File: src/rtl/load_use_interlock.sv
module load_use_interlock #(
  parameter int RAW = 5
) (
  input  logic           clk,
  input  logic           rst_n,
  input  logic           rf_valid,
  input  logic [RAW-1:0] rf_src_a,
  input  logic [RAW-1:0] rf_src_b,
  input  logic [RAW-1:0] rf_dst,
  input  logic           rf_load,
  output logic           stall,
  output logic           ex_valid,
  output logic [2:0]     ex_fwd_a,
  output logic [2:0]     ex_fwd_b
);

  localparam logic [2:0] SEL_RF = 3'd0;
  localparam logic [2:0] SEL_DF = 3'd1;
  localparam logic [2:0] SEL_DS = 3'd2;
  localparam logic [2:0] SEL_TC = 3'd3;
  localparam logic [2:0] SEL_WB = 3'd4;

  logic           ex_w, df_w, ds_w, tc_w;
  logic           ex_ld, df_ld, ds_ld;
  logic [RAW-1:0] ex_rd, df_rd, ds_rd, tc_rd;

  function automatic logic [2:0] pick(input logic [RAW-1:0] s);
    if (s == '0)                   return SEL_RF;
    else if (ex_w && ex_rd == s)   return SEL_DF;
    else if (df_w && df_rd == s)   return SEL_DS;
    else if (ds_w && ds_rd == s)   return SEL_TC;
    else if (tc_w && tc_rd == s)   return SEL_WB;
    else                           return SEL_RF;
  endfunction

  logic [2:0] sel_a, sel_b;
  logic       haz_a, haz_b, issue;

  assign sel_a = pick(rf_src_a);
  assign sel_b = pick(rf_src_b);
  assign haz_a = (sel_a == SEL_DF && ex_ld) || (sel_a == SEL_DS && df_ld);
  assign haz_b = (sel_b == SEL_DF && ex_ld) || (sel_b == SEL_DS && df_ld);
  assign stall = rf_valid && (haz_a || haz_b);
  assign issue = rf_valid && !stall;

  always_ff @(posedge clk) begin
    if (!rst_n) begin
      ex_valid <= 1'b0;
      ex_fwd_a <= SEL_RF;
      ex_fwd_b <= SEL_RF;
      ex_w  <= 1'b0; df_w  <= 1'b0; ds_w <= 1'b0; tc_w <= 1'b0;
      ex_ld <= 1'b0; df_ld <= 1'b0; ds_ld <= 1'b0;
      ex_rd <= '0;   df_rd <= '0;   ds_rd <= '0;   tc_rd <= '0;
    end else begin
      ex_valid <= issue;
      ex_fwd_a <= issue ? sel_a : SEL_RF;
      ex_fwd_b <= issue ? sel_b : SEL_RF;
      ex_w  <= issue && (rf_dst != '0);
      ex_ld <= issue && rf_load;
      ex_rd <= rf_dst;
      df_w  <= ex_w;  df_ld <= ex_ld; df_rd <= ex_rd;
      ds_w  <= df_w;  ds_ld <= df_ld; ds_rd <= df_rd;
      tc_w  <= ds_w;                  tc_rd <= ds_rd;
    end
  end

  a_r2_stall_needs_valid: assert property (@(posedge clk) disable iff (!rst_n)
    stall |-> rf_valid);

  a_r4_bubble_after_stall: assert property (@(posedge clk) disable iff (!rst_n)
    stall |=> (!ex_valid && ex_fwd_a == SEL_RF && ex_fwd_b == SEL_RF));

  a_r10_stall_at_most_two: assert property (@(posedge clk) disable iff (!rst_n)
    (stall && $past(stall)) |=> !stall);

  a_r11_idle_gives_bubble: assert property (@(posedge clk) disable iff (!rst_n)
    !rf_valid |=> !ex_valid);

  a_r8_no_load_from_df: assert property (@(posedge clk) disable iff (!rst_n)
    (ex_valid && (ex_fwd_a == SEL_DF || ex_fwd_b == SEL_DF)) |-> !df_ld);

  a_r8_no_load_from_ds: assert property (@(posedge clk) disable iff (!rst_n)
    (ex_valid && (ex_fwd_a == SEL_DS || ex_fwd_b == SEL_DS)) |-> !ds_ld);

endmodule

File: config.mk
export PLATFORM = sky130hd
export DESIGN_NAME = load_use_interlock
export DESIGN_NICKNAME = d
export VERILOG_FILES = /design/src/rtl/load_use_interlock.sv
export SDC_FILE = /design/constraint.sdc
export NUM_CORES = 1
export LEC_CHECK = 0
export BUFFER_PORTS_ARGS = -buffer_cell sky130_fd_sc_hd__clkbuf_2
export CAP_MARGIN = 40
export CORE_ASPECT_RATIO = 0.75
export CORE_MARGIN = 1
export CORE_UTILIZATION = 45
export CTS_CLUSTER_DIAMETER = 50
export DETAILED_ROUTE_END_ITERATION = 16
export GPL_TIMING_DRIVEN = 0
export PLACE_DENSITY = 0.66
export SKIP_CTS_REPAIR_TIMING = 1
export SLEW_MARGIN = 20
export SYNTH_ARGS = -nofsm -noshare
export SYNTH_HDL_FRONTEND = slang
export SYNTH_SLANG_ARGS = --single-unit
File: constraint.sdc
create_clock -name clk -period 6.4 [get_ports clk]
set_input_delay 1.28 -clock clk [delete_from_list [all_inputs] [get_ports clk]]
set_output_delay 1.28 -clock clk [all_outputs]
set_load 0.02 [all_outputs]
==> results of run 1 <==
[cells by family (layout without fill, tap and decap cells)]
logic type             after synthesis  count (layout)  share of synthesized area
AO/OA/AOI/OAI                        9               9                     0.0633
XOR/XNOR                            40              40                      0.219
buffers and inverters               13              37                     0.0461
flip-flops                          33              33                      0.413
AND/OR/NAND/NOR                     66              66                      0.259
[power breakdown]
| part | switching [mW] | total (mW) | internal (mW) | leakage, nW |
|---|---|---|---|---|
| Clock | 0.0713 | 0.168 | 0.0971 | 0.0542 |
| Combinational | 0.0242 | 0.0455 | 0.0212 | 0.449 |
| Sequential | 0.00527 | 0.217 | 0.212 | 0.270 |
| Total | 0.101 | 0.431 | 0.330 | 0.773 |
[synth_stat cells, drive strengths merged]
cell / n
and2: 26
and3: 4
buf: 10
nand3: 4
nor2b: 1
a2bb2oi: 1
dfxtp: 33
nand2: 2
or3: 1
nor2: 9
nor3: 3
nor4: 8
xnor2: 15
xor2: 25
o21ai: 2
a21oi: 2
clkbuf: 2
nand4: 2
and4: 1
a31oi: 1
a21bo: 1
a211oi: 1
inv: 1
or4: 3
o22ai: 1
nand3b: 2
[area by class of cell]
| cell class | count | area share |
|---|---|---|
| multi-input cells | 115 | 0.473 |
| flip-flops and latches | 33 | 0.361 |
| clock buffers | 7 | 0.0526 |
| repair buffers | 16 | 0.0437 |
| plain buffers | 12 | 0.0383 |
| well taps | 40 | 0.0273 |
| clock inverters | 1 | 0.00273 |
| inverters | 1 | 0.00205 |
[stage by stage]
stage               std cells  power, mW  hold slack, ns
global placement          217      0.265           0.438
global route              225      0.454           0.478
finish                    225      0.431           0.457
CTS                       225      0.436           0.462
floorplan                 161      0.255           0.424
detailed placement        217      0.267           0.447
[final timing paths]
path                                 end           startpoint  slack [ns]
setup / recovery                   stall          rf_src_b[3]        2.08
hold / removal          df_ld$_SDFF_PN0_     ex_ld$_SDFF_PN0_        0.46
setup reg to reg  ex_fwd_a[1]$_SDFF_PN0_  df_rd[3]$_SDFF_PN0_        4.55
hold reg to reg         df_ld$_SDFF_PN0_     ex_ld$_SDFF_PN0_        0.46
[state kept, by name (all words and copies together) (netlist names), 3 cells and up]
name,cells
ex_fwd_a,3
ds_rd,5
tc_rd,5
ex_fwd_b,3
df_rd,5
ex_rd,5
[worst max-delay path: cells and delay by family]
family | cells | cell delay, ns
AND/OR/NAND/NOR | 3 | 0.82
XOR/XNOR | 1 | 0.15
buffers and inverters | 2 | 0.31
AO/OA/AOI/OAI | 2 | 0.48
[layer usage]
layer	vias up	routed length [um]	global-route usage
met5	-	0	0
met4	0	12	0.0600
met3	2	118	0.0730
met2	23	1440	0.316
met1	520	1600	0.238
li1	578	-	-
==> results.cfg, run 1 <==
[hold_path]
min_path_cells = 1
hp-class = register to register

[global_routing]
overflow = 0
grt_max_degree = 11
antenna_found_initial = 0
grt_pass1_wl_um = 5270
first_global_vias = 1103
grt.total_usage = 0.192

[worst_setup_path]
slowest_delay_ns = 0.43
critPathKind = input pin to output port
cp_max_fo = 9
cp.arrival_ns = 3.04
crit_slowest_cell = nor4_1
start_kind = input pin
ff2ff_path_depth = 6
required_ns = 5.12
cp-end-kind = output port
cp_cell_sequence = buf_2, xor2_1, nor4_1, nand3_1, a2bb2oi_4, o21ai_4, and2_1, clkbuf_2

[logic_synthesis]
yosys.area.top_type = dfxtp_1
syn-num-nets = 180
ys_ff_latch = 33
yosysTopAreaCellShare = 0.413
synth-seq-area-share = 0.413
netlist_instances = 161
synth-warning-count = 0
synth.distinct_cells = 31
ys_top_cells_by_area = dfxtp_1 (41%), xor2_1 (14%), and2_1 (10%)
syn_area_mm2 = 0.00160
avgSynthCellArea_um2 = 9.94

[place]
dpl_cell_area_mm2 = 0.00173
dp_hpwl_um = 2470
place_congestion = 0.797
io_buffers = 16
place_ws_ns = 2.07

[clock_network]
cts_buffer_depth = 2
numCtsBuffers = 5
path_clk_slew_ns = 0.06
cts_sinks = 33
cts_tree = built
clockRootBuffer = clkbuf_8
cts_max_level = 2
clk_latency_ns = 0.28

[timing]
tns_ns = 0
finalSetupViolations = 0
rsz0062_at_grt = no
min_period_over_period = 0.676
fin_crit_ns = 4.32
hold_violations = 0
fin_worst_skew_ns = 0.00725
slew_viol_final = 0
worstMarginPinSlew_ns = 0.424
fmaxAchievable_mhz = 231
worst_slack_ns = 2.08
slew_headroom = 0.715

[final_layout]
mostFrequentLayoutCells = dfxtp_1 (33), and2_1 (26), xor2_1 (25)
final_common_cell = dfxtp_1
syn2layout_area_growth_pct = 14.5
layout-drive-gt1-share = 0.232
final_nets = 203
design_area_mm2 = 0.00183
area.sequential_um2 = 661
fill_cells = 307
post-route-util = 0.550
multi_input_area_um2 = 866
diodes = 0

[floorplanning]
die-area_mm2 = 0.00380
core_mm2 = 0.00333
rows = 18
io_pins = 27
start_util = 0.480
fp.dieH_um = 53.6
die_w_um = 70.9

[power_and_ir_drop]
irDropWorstVdd_mv = 0.143
power_density_mw_per_mm2 = 235
leakagePower_nw = 0.773

[job]
cap_viol_max_count = 0

[drt]
drc = 0
antenna_left = 0
finalWirelength_um = 3180
via_per_inst = 4.99
wl_per_cell_um = 14.1
drt_iter0_markers = 54
dr.pass1.iters = 6
dr_total_vias = 1123

[run_status]
status = finished, final reports clean
No activity file was read; power rests on OpenSTA's default activity.
==> inputs of run 2 (changes only) <==
Settings changed: ABC_AREA set to 1.
Clock period 6.4 ns to 4.35 ns, I/O delays scaled along.
==> run 2 against run 1 <==
Clock-buffer cell count unchanged. Total power up 62%. Register-to-register slack worse by 1.8 ns. Critical endpoint unchanged. Flip-flop and latch count unchanged. Highest routed layer unchanged. Sequential share of layout area down 4.0 points. Hold slack worse by 0.014 ns.
==> results.cfg, run 2 <==
[floorplanning]
die_w_um = 74.2
io_pins = 27
fp.dieH_um = 56.1
core_mm2 = 0.00371
die-area_mm2 = 0.00416
start_util = 0.474
rows = 19

[power_and_ir_drop]
power_density_mw_per_mm2 = 338
p_seq_frac = 0.459
leakagePower_nw = 1.15
p_total_mw = 0.696
clkPwrFrac = 0.432
irDropWorstVdd_mv = 0.203
power_frac_comb = 0.110
intPower_mw = 0.525
switchingPower_mw = 0.171
swShare = 0.246

[timing]
min_period_over_period = 0.726
hold_violations = 0
fin_worst_skew_ns = 0.0104
slew_headroom = 0.644
worstMarginPinSlew_ns = 0.533
fin_crit_ns = 3.16
finalSetupViolations = 0
rsz0062_at_grt = no
slew_viol_final = 0
fmaxAchievable_mhz = 317
tns_ns = 0

[logic_synthesis]
ys_top_cells_by_area = dfxtp_1 (38%), nand2_1 (22%), inv_1 (12%)
synth-main-ff-cell = dfxtp_1
synth-seq-area-share = 0.376
synth.distinct_cells = 28
synth-warning-count = 0
yosys.area.top_type = dfxtp_1
yosys.cell_count.top_type = nand2_1
ys_ff_latch = 33
syn_area_mm2 = 0.00176
async_flop_share = 0
avgSynthCellArea_um2 = 6.08
yosysTopAreaCellShare = 0.376
netlist_instances = 289
yosys-top-cells-count = nand2_1 (105), inv_1 (55), nor2_1 (38)
syn-num-nets = 308
synth-edff-count = 0

[global_routing]
overflow = 0
grt_max_degree = 11
grt_pass1_wl_um = 7150
first_global_vias = 1479
antenna_found_initial = 0
grt.total_usage = 0.237

[hold_path]
hp-class = register to register
min_from = ex_rd[4]$_SDFF_PN0_

[worst_setup_path]
cp_cell_sequence = clkbuf_2, inv_1, nand2_1, nor4_2, inv_1, nand2_1, inv_1, nand2_1, nor2_1, nand2_1, a21boi_0, clkbuf_2
start_kind = input pin
cp_max_fo = 6
required_ns = 3.48
crit_top_cell = nand2_1
critPathBufInv = 5
critPathKind = input pin to output port
reg2reg_from = ds_rd[0]$_SDFF_PN0_
worstSetupStartpoint = rf_src_a[2]
slowest_delay_ns = 0.30
crit_slowest_cell = nor4_2
ff2ff_setup_slack_ns = 2.72
cp-end-kind = output port
critPathTopFamily = simple AND/OR/NAND/NOR gates
cp.arrival_ns = 2.29

[final_layout]
diodes = 0
syn2layout_area_growth_pct = 17.2
layout-drive-gt1-share = 0.134
final_common_cell = nand2_1
mostFrequentLayoutCells = nand2_1 (105), inv_1 (55), nor2_1 (38)
fill_cells = 395
final_nets = 339

[clock_network]
clk_latency_ns = 0.29
cts_buffer_depth = 2
cts_tree = built
path_clk_slew_ns = 0.07
numCtsBuffers = 5
cts_sinks = 33
cts_max_level = 2
clockRootBuffer = clkbuf_8

[drt]
drc = 0
dr_total_vias = 1746
finalWirelength_um = 4270
antenna_left = 0
wl_per_cell_um = 11.4
drt_iter0_markers = 153
via_per_inst = 4.68
dr.pass1.iters = 4

[place]
io_buffers = 24
dp_hpwl_um = 3420
place_congestion = 0.975

[job]
cap_viol_max_count = 0

[run_status]
status = finished, final reports clean
==> run 2: changes by cell type after synthesis, moves of 4 or more <==
cell     delta
nor2_1     +30
xor2_1     -22
o21ai_0     +8
nand3_1     +4
nand2_1   +103
inv_2       +6
buf_2       -7
nor4_1      -4
and3_1      -4
xnor2_1    -13
inv_1      +54
and2_1     -26
==> run 2: layout make-up <==
class / instances / area (um2) / area share
sequential: 33 / 661 / 0.321
tap: 52 / 65.1 / 0.0316
buffer: 4 / 16.3 / 0.00790
clock inverter: 1 / 30.0 / 0.0146
multi-input combinational: 191 / 852 / 0.414
inverter: 61 / 229 / 0.111
timing repair buffer: 24 / 120 / 0.0583
clock buffer: 7 / 86.3 / 0.0419
==> run 2: cell families (layout without fill, tap and decap cells) <==
group           count (synthesis)  count (layout)  synth area share
simple gates                  165             165             0.389
flops                          33              33             0.376
buf+inv                        65              97             0.139
compound gates                 21              21            0.0705
xor+xnor                        5               5            0.0249
==> run 2: path summary, 6_finish.rpt <==
path,end,cells after the start
hold reg to reg,df_rd[4]$_SDFF_PN0_,2
setup / recovery,stall,12
hold / removal,df_rd[4]$_SDFF_PN0_,2
setup reg to reg,ex_w$_SDFF_PN0_,11
==> run 2: per-stage QoR <==
stage,setup slack [ns],area (um2),hold slack (ns),std cells,util
floorplan,1.29,1760,0.417,289,-
global placement,1.17,1940,0.436,365,0.524
detailed placement,1.20,1940,0.435,365,0.524
CTS,1.19,2060,0.446,373,0.555
global route,1.01,2060,0.464,373,0.555
finish,1.19,2060,0.442,373,0.555
==> run 2: worst register-to-register path: cells and delay by family (launching register included) <==
| family | cells | cell delay [ns] |
|---|---|---|
| buffers and inverters | 1 | 0.07 |
| AND/OR/NAND/NOR | 9 | 0.92 |
| AO/OA/AOI/OAI | 1 | 0.08 |
| flip-flops | 1 | 0.46 |
==> run 2: layer usage <==
layer,share of wire,track usage
met5,0,0
met4,0.013,0.0824
met3,0.065,0.0562
met2,0.41,0.334
met1,0.51,0.347
==> run 2: power groups by stage <==
stage / registers (mW) / clock network (mW) / logic (mW)
3_3_place_gp: 0.326 / 0 / 0.0757
3_5_place_dp: 0.326 / 0 / 0.0763
4_1_cts: 0.319 / 0.307 / 0.0768
2_1_floorplan: 0.324 / 0 / 0.0490
6_report: 0.319 / 0.300 / 0.0763
5_1_grt: 0.320 / 0.319 / 0.0878
==> inputs of run 3 (changes only) <==
Settings changed: ABC_AREA 1 to 0.
Clock period 4.35 ns to 3 ns, I/O delays scaled along.
==> run 3 against run 2 <==
Register-to-register slack lost 1.5 ns. Wire length shrank 24%. Final cell count shrank 40%. Largest cell class unchanged. Largest power group unchanged. Final area shrank 9.7%. Die area shrank 8.7%. Flip-flop and latch count is the same. Total power grew 33%.
==> results.cfg, run 3 (same netlist as run 1, synthesis figures left out) <==
[run_status]
status = finished, final reports clean

[place]
place_congestion = 0.797
dpl.cell_count = 217
io_buffers = 16
place_ws_ns = 0.0295
dpl_cell_area_mm2 = 0.00173
dp_hpwl_um = 2470

[power_and_ir_drop]
p_total_mw = 0.927
irDropWorstVdd_mv = 0.306
leakagePower_nw = 0.781
power_density_mw_per_mm2 = 498

[worst_setup_path]
ff2ff_path_depth = 6
critPathKind = input pin to output port
cp_cell_sequence = buf_2, xor2_1, nor4_2, nand3_1, a2bb2oi_4, o21ai_4, and2_1, clkbuf_2
cp.arrival_ns = 2.26
rr_endpoint = ex_fwd_b[1]$_SDFF_PN0_
cp.depth = 8
crit_slowest_cell = nor4_2
cp-end-kind = output port
ff2ff_setup_slack_ns = 1.21
cp_max_fo = 9
slowest_delay_ns = 0.35
reg2reg_from = ex_rd[3]$_SDFF_PN0_
required_ns = 2.40
start_kind = input pin
setup.worst_path.end = stall
worstSetupStartpoint = rf_src_b[3]
critPathTopFamily = simple AND/OR/NAND/NOR gates
critPathBufInv = 2

[floorplanning]
fp.dieH_um = 53.6
io_pins = 27
die_w_um = 70.9
die-area_mm2 = 0.00380
rows = 18
core_mm2 = 0.00333
start_util = 0.480

[timing]
worst_slack_ns = 0.141
fmaxAchievable_mhz = 350
rsz0062_at_grt = no
finalSetupViolations = 0
worstMarginPinSlew_ns = 0.410
slew_headroom = 0.726
slew_viol_final = 0
fin_hold_ws_ns = 0.460
hold_violations = 0
min_period_over_period = 0.953
fin_crit_ns = 2.86
fin_worst_skew_ns = 0.00769
tns_ns = 0

[final_layout]
fin_cells = 225
final_nets = 203
design_area_mm2 = 0.00186
diodes = 0
mostFrequentLayoutCells = dfxtp_1 (33), and2_1 (26), xor2_1 (25)
syn2layout_area_growth_pct = 16.3
layout-drive-gt1-share = 0.259
post-route-util = 0.558
final_common_cell = dfxtp_1

[clock_network]
clk_latency_ns = 0.29
cts_sinks = 33
cts_max_level = 2
clockRootBuffer = clkbuf_8
numCtsBuffers = 5
cts_buffer_depth = 2
path_clk_slew_ns = 0.06
cts_tree = built

[drt]
antenna_left = 0
dr_total_vias = 1121
dr.pass1.iters = 6
wl_per_cell_um = 14.3
via_per_inst = 4.98
drt_iter0_markers = 68
finalWirelength_um = 3220
drc = 0

[global_routing]
grt.total_usage = 0.192
first_global_vias = 1103
grt_max_degree = 11
overflow = 0
grt_pass1_wl_um = 5270
antenna_found_initial = 0

[hold_path]
min_from = ex_ld$_SDFF_PN0_
hp-class = register to register
min_path_cells = 1

[job]
cap_viol_max_count = 0
## run 3: cell types whose count changed in the layout (fill, tap and decap cells not counted), moves of 6 or more
cell | previous run | this run
buf_2 | 1 | 7
nor2_1 | 38 | 8
inv_2 | 6 | 0
and2_1 | 0 | 26
xor2_1 | 3 | 25
clkbuf_2 | 24 | 16
xnor2_1 | 2 | 14
nand2_1 | 105 | 2
inv_1 | 55 | 1
o21ai_0 | 9 | 1
## run 3: final cells by class
| class | instances | area (um2) |
|---|---|---|
| flip-flops and latches | 33 | 661 |
| clock inverters | 1 | 5.00 |
| well taps | 40 | 50.0 |
| plain buffers | 12 | 72.6 |
| multi-input cells | 115 | 892 |
| clock buffers | 7 | 96.3 |
| inverters | 1 | 3.75 |
| repair buffers | 16 | 80.1 |
| fillers | 306 | 1470 |
## run 3: how the worst min path moves through the flow
stage,end,slack (ns)
floorplan,df_ld$_SDFF_PN0_,0.42
global placement,df_ld$_SDFF_PN0_,0.44
detailed placement,df_ld$_SDFF_PN0_,0.45
CTS,df_ld$_SDFF_PN0_,0.46
global route,df_ld$_SDFF_PN0_,0.48
finish,df_ld$_SDFF_PN0_,0.46
## run 3: layer usage
| metal | routed length [um] | share of wire | vias to the layer above | GRT usage |
|---|---|---|---|---|
| li1 | - | - | 578 | - |
| met1 | 1600 | 0.50 | 511 | 0.238 |
| met2 | 1410 | 0.44 | 28 | 0.316 |
| met3 | 172 | 0.053 | 4 | 0.0730 |
| met4 | 38 | 0.012 | 0 | 0.0600 |
| met5 | 0 | 0 | - | 0 |
## run 3: power breakdown
part,total (mW),internal (mW),switching [mW]
clock network,0.363,0.207,0.156
registers,0.463,0.451,0.0115
logic,0.101,0.0472,0.0539
total,0.927,0.705,0.221
